File: config.mk
export PLATFORM = sky130hd
export DESIGN_NAME = ipi_doorbell_bank
export DESIGN_NICKNAME = d
export VERILOG_FILES = /design/src/rtl/ipi_doorbell_bank.sv
export SDC_FILE = /design/constraint.sdc
export NUM_CORES = 2
export LEC_CHECK = 0
export CORE_MARGIN = 4
export CORE_UTILIZATION = 37
export CTS_CLUSTER_DIAMETER = 120
export DETAILED_ROUTE_END_ITERATION = 10
export GPL_TIMING_DRIVEN = 0
export PLACE_DENSITY_LB_ADDON = 0.25
export SYNTH_ARGS = -nofsm -noshare
export SYNTH_HDL_FRONTEND = slang
export SYNTH_SLANG_ARGS = --single-unit
File: constraint.sdc
create_clock -name clk -period 13.9 [get_ports clk]
set_input_delay 2.78 -clock clk [delete_from_list [all_inputs] [get_ports clk]]
set_output_delay 2.78 -clock clk [all_outputs]
set_load 0.1 [all_outputs]
File: src/rtl/ipi_doorbell_bank.sv
module ipi_doorbell_bank #(
  parameter int NCORE = 4,
  parameter int IDW   = 10
) (
  input  logic             clk,
  input  logic             rst_n,
  input  logic             req_valid,
  input  logic             req_write,
  input  logic [IDW-1:0]   req_id,
  input  logic [7:0]       req_addr,
  input  logic [31:0]      req_wdata,
  output logic [31:0]      rsp_rdata,
  output logic             rsp_err,
  output logic [NCORE-1:0] irq
);
  localparam int CW   = (NCORE > 1) ? $clog2(NCORE) : 1;
  localparam int NBOX = 8;

  logic [NCORE-1:0][31:0]           status_q, enable_q;
  logic [NCORE-1:0][NBOX-1:0][31:0] box_q;

  wire [9:0]    tgt     = req_wdata[25:16];
  wire          id_ok   = 32'(req_id) < NCORE;
  wire          tgt_ok  = 32'(tgt) < NCORE;
  wire          is_bell = req_addr == 8'h40;
  wire          is_box  = req_addr[7:5] == 3'b001;
  wire [CW-1:0] cid     = req_id[CW-1:0];
  wire [CW-1:0] tid     = tgt[CW-1:0];
  wire [2:0]    widx    = req_addr[4:2];

  assign rsp_err = req_valid && (!id_ok || (req_write && is_bell && !tgt_ok));
  wire   wr      = req_valid && req_write && !rsp_err;

  always_comb begin
    rsp_rdata = '0;
    if (req_valid && !req_write && id_ok) begin
      if (is_box) rsp_rdata = box_q[cid][widx];
      else if (req_addr == 8'h00) rsp_rdata = status_q[cid];
      else if (req_addr == 8'h04) rsp_rdata = enable_q[cid];
    end
  end

  for (genvar c = 0; c < NCORE; c++) begin : g_core
    wire        own   = wr && (cid == CW'(c));
    wire        sethw = own && req_addr == 8'h08;
    wire        bell  = wr && is_bell && (tid == CW'(c));
    wire        clr   = own && req_addr == 8'h0C;
    wire [31:0] setm  = (sethw ? req_wdata : 32'd0) | (bell ? (32'd1 << req_wdata[4:0]) : 32'd0);
    wire [31:0] nxt   = clr ? (status_q[c] & ~req_wdata) : (status_q[c] | setm);

    always_ff @(posedge clk) begin
      if (!rst_n) begin
        status_q[c] <= '0;
        enable_q[c] <= '0;
        box_q[c]    <= '0;
        irq[c]      <= 1'b0;
      end else begin
        status_q[c] <= nxt;
        if (own && req_addr == 8'h04) enable_q[c] <= req_wdata;
        if (own && is_box) box_q[c][widx] <= req_wdata;
        if ((sethw || bell) && (nxt & enable_q[c]) != 0) irq[c] <= 1'b1;
        else if (clr && nxt == 0 && enable_q[c] != 0) irq[c] <= 1'b0;
      end
    end
  end
endmodule


==> Implementation_results.wiki <==
{| class="wikitable"
! Metric !! Value
|-
| Run status || complete, but fails checks
|-
| Failing checks || max-capacitance violations, max-slew violations, negative setup slack
|-
| Via count of the first global-routing pass || approximately 54000
|-
| H-tree level count || 4
|-
| Maximum single-stage delay on the critical path || 1.12 ns
|-
| Crit path kind || in2out
|-
| Portion of total power attributed to the clock network || 48.7%
|-
| Number of nets in the layout || 6592
|-
| Final Critical Period || 14.39 ns
|-
| Total I/O pin count || between 90 and 100
|-
| Power dissipated by switching net loads || around 0.0021 W
|-
| Post-Syn Area || just over 60000 sq um
|-
| Crit path buf inv count || 9
|-
| Final critical-path setup slack || -0.491 ns
|-
| VDD IR max || ~0.00012 V
|-
| Syn Inst Count || 6277
|-
| Unrepaired setup endpoints after global routing || false
|-
| Total power density per cell area || around 120 nW/um^2
|-
| Hold buffer count at CTS || 0
|-
| Total power after layout || approximately 0.0082 W
|-
| Initial antenna violation count || between 60 and 70
|-
| Die ar. || 170000 sq um
|-
| Clock tree from TritonCTS || yes
|-
| Fraction of the yosys area taken by sequential cells || ~42%
|-
| Critical path launch point type || input port
|-
| Final period utilization || 104%
|-
| Starting Density || about 37%
|-
| Leading cell types in the layout, fill and taps excluded || sky130_fd_sc_hd__dfxtp_1 (1284), sky130_fd_sc_hd__nor2_1 (1032), sky130_fd_sc_hd__mux2i_1 (864), sky130_fd_sc_hd__nand2_1 (740), sky130_fd_sc_hd__clkbuf_1 (446)
|-
| Number of iterations in the first detailed-routing pass || 8
|-
| Remaining global-route overflow || 0
|-
| Routability-driven placement congestion ratio || approximately 1.1
|-
| Width of the die || 413 um
|-
| Buffer depth of the longest clock path || 3
|-
| Slowest stage cell, crit path || sky130_fd_sc_hd__clkdlybuf4s50_1
|-
| Worst Path Required || 11.12 ns
|-
| Post-Route Hold Slack || around 0.45 ns
|-
| Clk sinks || 1284
|-
| Flip-flop and latch count after synthesis || 1284
|-
| Proportion of layout cells with a drive suffix above 1 || about an eighth
|-
| Fin. max-slew vios || 125
|-
| Reported leakage power || ~30 nW
|-
| Headroom to the max-slew limit || -14.6%
|-
| Post-detailed-route via-to-cell ratio || approximately 6.2
|-
| Number of enable-type register cells in the synthesized netlist || 0
|-
| Critical path arrival || between 10 and 15 ns
|-
| CP most frequent cell || sky130_fd_sc_hd__clkbuf_1
|-
| Share of power burned in registers || 44.7%
|-
| Routed vias || between 50000 and 60000
|-
| Top flip-flop cell by instance count after synthesis || sky130_fd_sc_hd__dfxtp_1
|-
| Area of combinational cells with multiple inputs || 32300 sq um
|-
| Number of buffers created by CTS || ~150
|-
| FF+latch area || 25700 sq um
|-
| Placeable core region || 163000 sq um
|-
| HPWL after detailed placement || approximately 300000 um
|-
| Insertion delay to the later sink of the worst-skew pair || 0.81 ns
|-
| Syn. warnings || 0
|-
| Worst Skew || about 0.067 ns
|-
| Routed wirelength normalized by instance count || about 42 um
|-
| Count of filler cells inserted in the layout || 16000
|-
| Clock root cell || sky130_fd_sc_hd__clkbuf_16
|-
| Most common cell after layout, fill and taps aside || sky130_fd_sc_hd__dfxtp_1
|-
| Number of max-cap violations || 19
|-
| Global-route wire length before repair || roughly 490000 um
|-
| Total Routing Usage GR || between 40% and 50%
|-
| Distinct cell type count of the synthesized netlist || 71
|-
| Max FO, Critical Path || 10
|-
| Detailed router's first-iteration violation count || 5748
|-
| Final hold viol count || 0
|-
| F_max || 69.5 MHz
|-
| Area growth syn-to-layout || 15.2%
|-
| Antenna viol nets, final || 0
|-
| Path type of the worst min-delay path || reg2reg
|-
| Transition time at the pin with the least slew margin || 1.71 ns
|-
| Crit path capture type || output port
|-
| Die Ht || roughly 410 um
|-
| Clock-pin slew on the worst setup and hold paths || approximately 0.060 ns
|-
| Port buffer count || 69
|-
| Endpoints failing setup || 31
|-
| DRC violation count after routing || 0
|-
| Pin count of the biggest net entering global routing || 17
|-
| Comb pwr share || 6.7%
|-
| Total routed wirelength || 370000 um
|-
| Internal power || 0.00609 W
|-
| Cell chain of the critical path || clkdlybuf4s50_1, clkbuf_1, clkbuf_1, buf_1, clkbuf_1, clkdlybuf4s15_1, or2_2, clkbuf_1, clkbuf_1, nor2_1, clkdlybuf4s50_1
|-
| Share of synthesized flip-flops with an asynchronous set or reset || 0%
|-
| Number of nets produced by synthesis || 6331
|-
| Net switching share of the total power || a little over a quarter
|-
| Average footprint of a synthesized cell || approximately 9.7 sq um
|-
| CP top delay family || buffers and inverters
|-
| Count of standard-cell rows || between 100 and 150
|}
## power by group through the flow
stage          Combinational, W  Sequential, W  Clock, W
5_1_grt                0.000549        0.00368   0.00419
2_1_floorplan          0.000235        0.00376         0
3_5_place_dp           0.000523        0.00376         0
3_3_place_gp           0.000520        0.00376         0
6_report               0.000551        0.00368   0.00401
4_1_cts                0.000524        0.00368   0.00403
## worst paths after layout
kind	from	to	slack, ns	cells past startpoint
worst max-delay path	req_write	rsp_rdata[1]	-0.49	11
worst min-delay path	box_q[339]$_SDFFE_PN0P_	box_q[339]$_SDFFE_PN0P_	0.45	2
worst max register to register	enable_q[34]$_SDFFE_PN0P_	irq[1]$_SDFFE_PN0P_	9.50	8
worst min register to register	box_q[339]$_SDFFE_PN0P_	box_q[339]$_SDFFE_PN0P_	0.45	2
## Yosys cell counts, types with 21 or more instances
cell type	number	share of area, %
sky130_fd_sc_hd__buf_2	97	0.80
sky130_fd_sc_hd__nand3_1	71	0.59
sky130_fd_sc_hd__a21oi_1	373	3.1
sky130_fd_sc_hd__buf_1	86	0.53
sky130_fd_sc_hd__clkbuf_1	447	2.8
sky130_fd_sc_hd__dfxtp_1	1284	42
sky130_fd_sc_hd__a31oi_1	88	0.91
sky130_fd_sc_hd__a22oi_1	93	1.2
sky130_fd_sc_hd__inv_1	94	0.58
sky130_fd_sc_hd__nor2_1	1047	6.5
sky130_fd_sc_hd__a22o_1	29	0.42
sky130_fd_sc_hd__and2_1	39	0.40
sky130_fd_sc_hd__nor4_1	80	0.83
sky130_fd_sc_hd__nor3_1	21	0.17
sky130_fd_sc_hd__mux4_2	384	14
sky130_fd_sc_hd__nand2_1	740	4.6
sky130_fd_sc_hd__nand4_1	49	0.51
sky130_fd_sc_hd__and3_1	24	0.25
sky130_fd_sc_hd__a221oi_1	120	1.7
sky130_fd_sc_hd__mux2i_1	864	14
## timing repair
item,4_1_cts,5_1_grt
setup buffers,0,0
resized for setup,0,2
endpoints found under the setup margin,0,9
## cells by family after synthesis
logic type,synth area share [%]
mux,28.6
flops,42.4
buf+inv,4.71
compound gates,9.36
simple gates,15.0
## cell type report
cell class	instances	share of cell area [%]
inverters	96	0.516
plain buffers	631	3.65
repair buffers	113	1.73
multi-input cells	4266	46.2
well taps	2175	3.90
diodes	40	0.143
clock inverters	54	1.04
flip-flops and latches	1284	36.8
clock buffers	206	5.97
## routing by layer
metal	global-route usage, %	share of wire (%)	up-vias
met5	0	0.065	-
met4	37.8	11	30
met3	14.0	8.9	1110
li1	-	-	23000
met2	66.9	45	3233
met1	47.6	35	27900
## worst register-to-register path, delay by kind of cell, from the launching register on
| kind | cells | cell delay (ns) |
|---|---|---|
| compound gates | 6 | 2.52 |
| flops | 1 | 0.55 |
| simple gates | 2 | 1.20 |
## flip-flops by register name, summed over array words and instances, names as in the netlist
signal,count
box_q,1024
enable_q,128
status_q,128
irq,4
## metrics by stage
| stage | worst slack, ns | instance area [sq um] | cells | setup TNS (ns) | utilization (%) |
|---|---|---|---|---|---|
| floorplan | 4.87 | 60600 | 6277 | 0 | - |
| global placement | -0.471 | 64000 | 8521 | -1.40 | 39.3 |
| detailed placement | 0.159 | 64600 | 8558 | 0 | 39.7 |
| CTS | 0.151 | 69500 | 8818 | 0 | 42.7 |
| global route | 0.0116 | 69700 | 8830 | 0 | 42.8 |
| finish | -0.491 | 69800 | 8865 | -7.64 | 42.9 |
(Power assumes the default switching activity.)
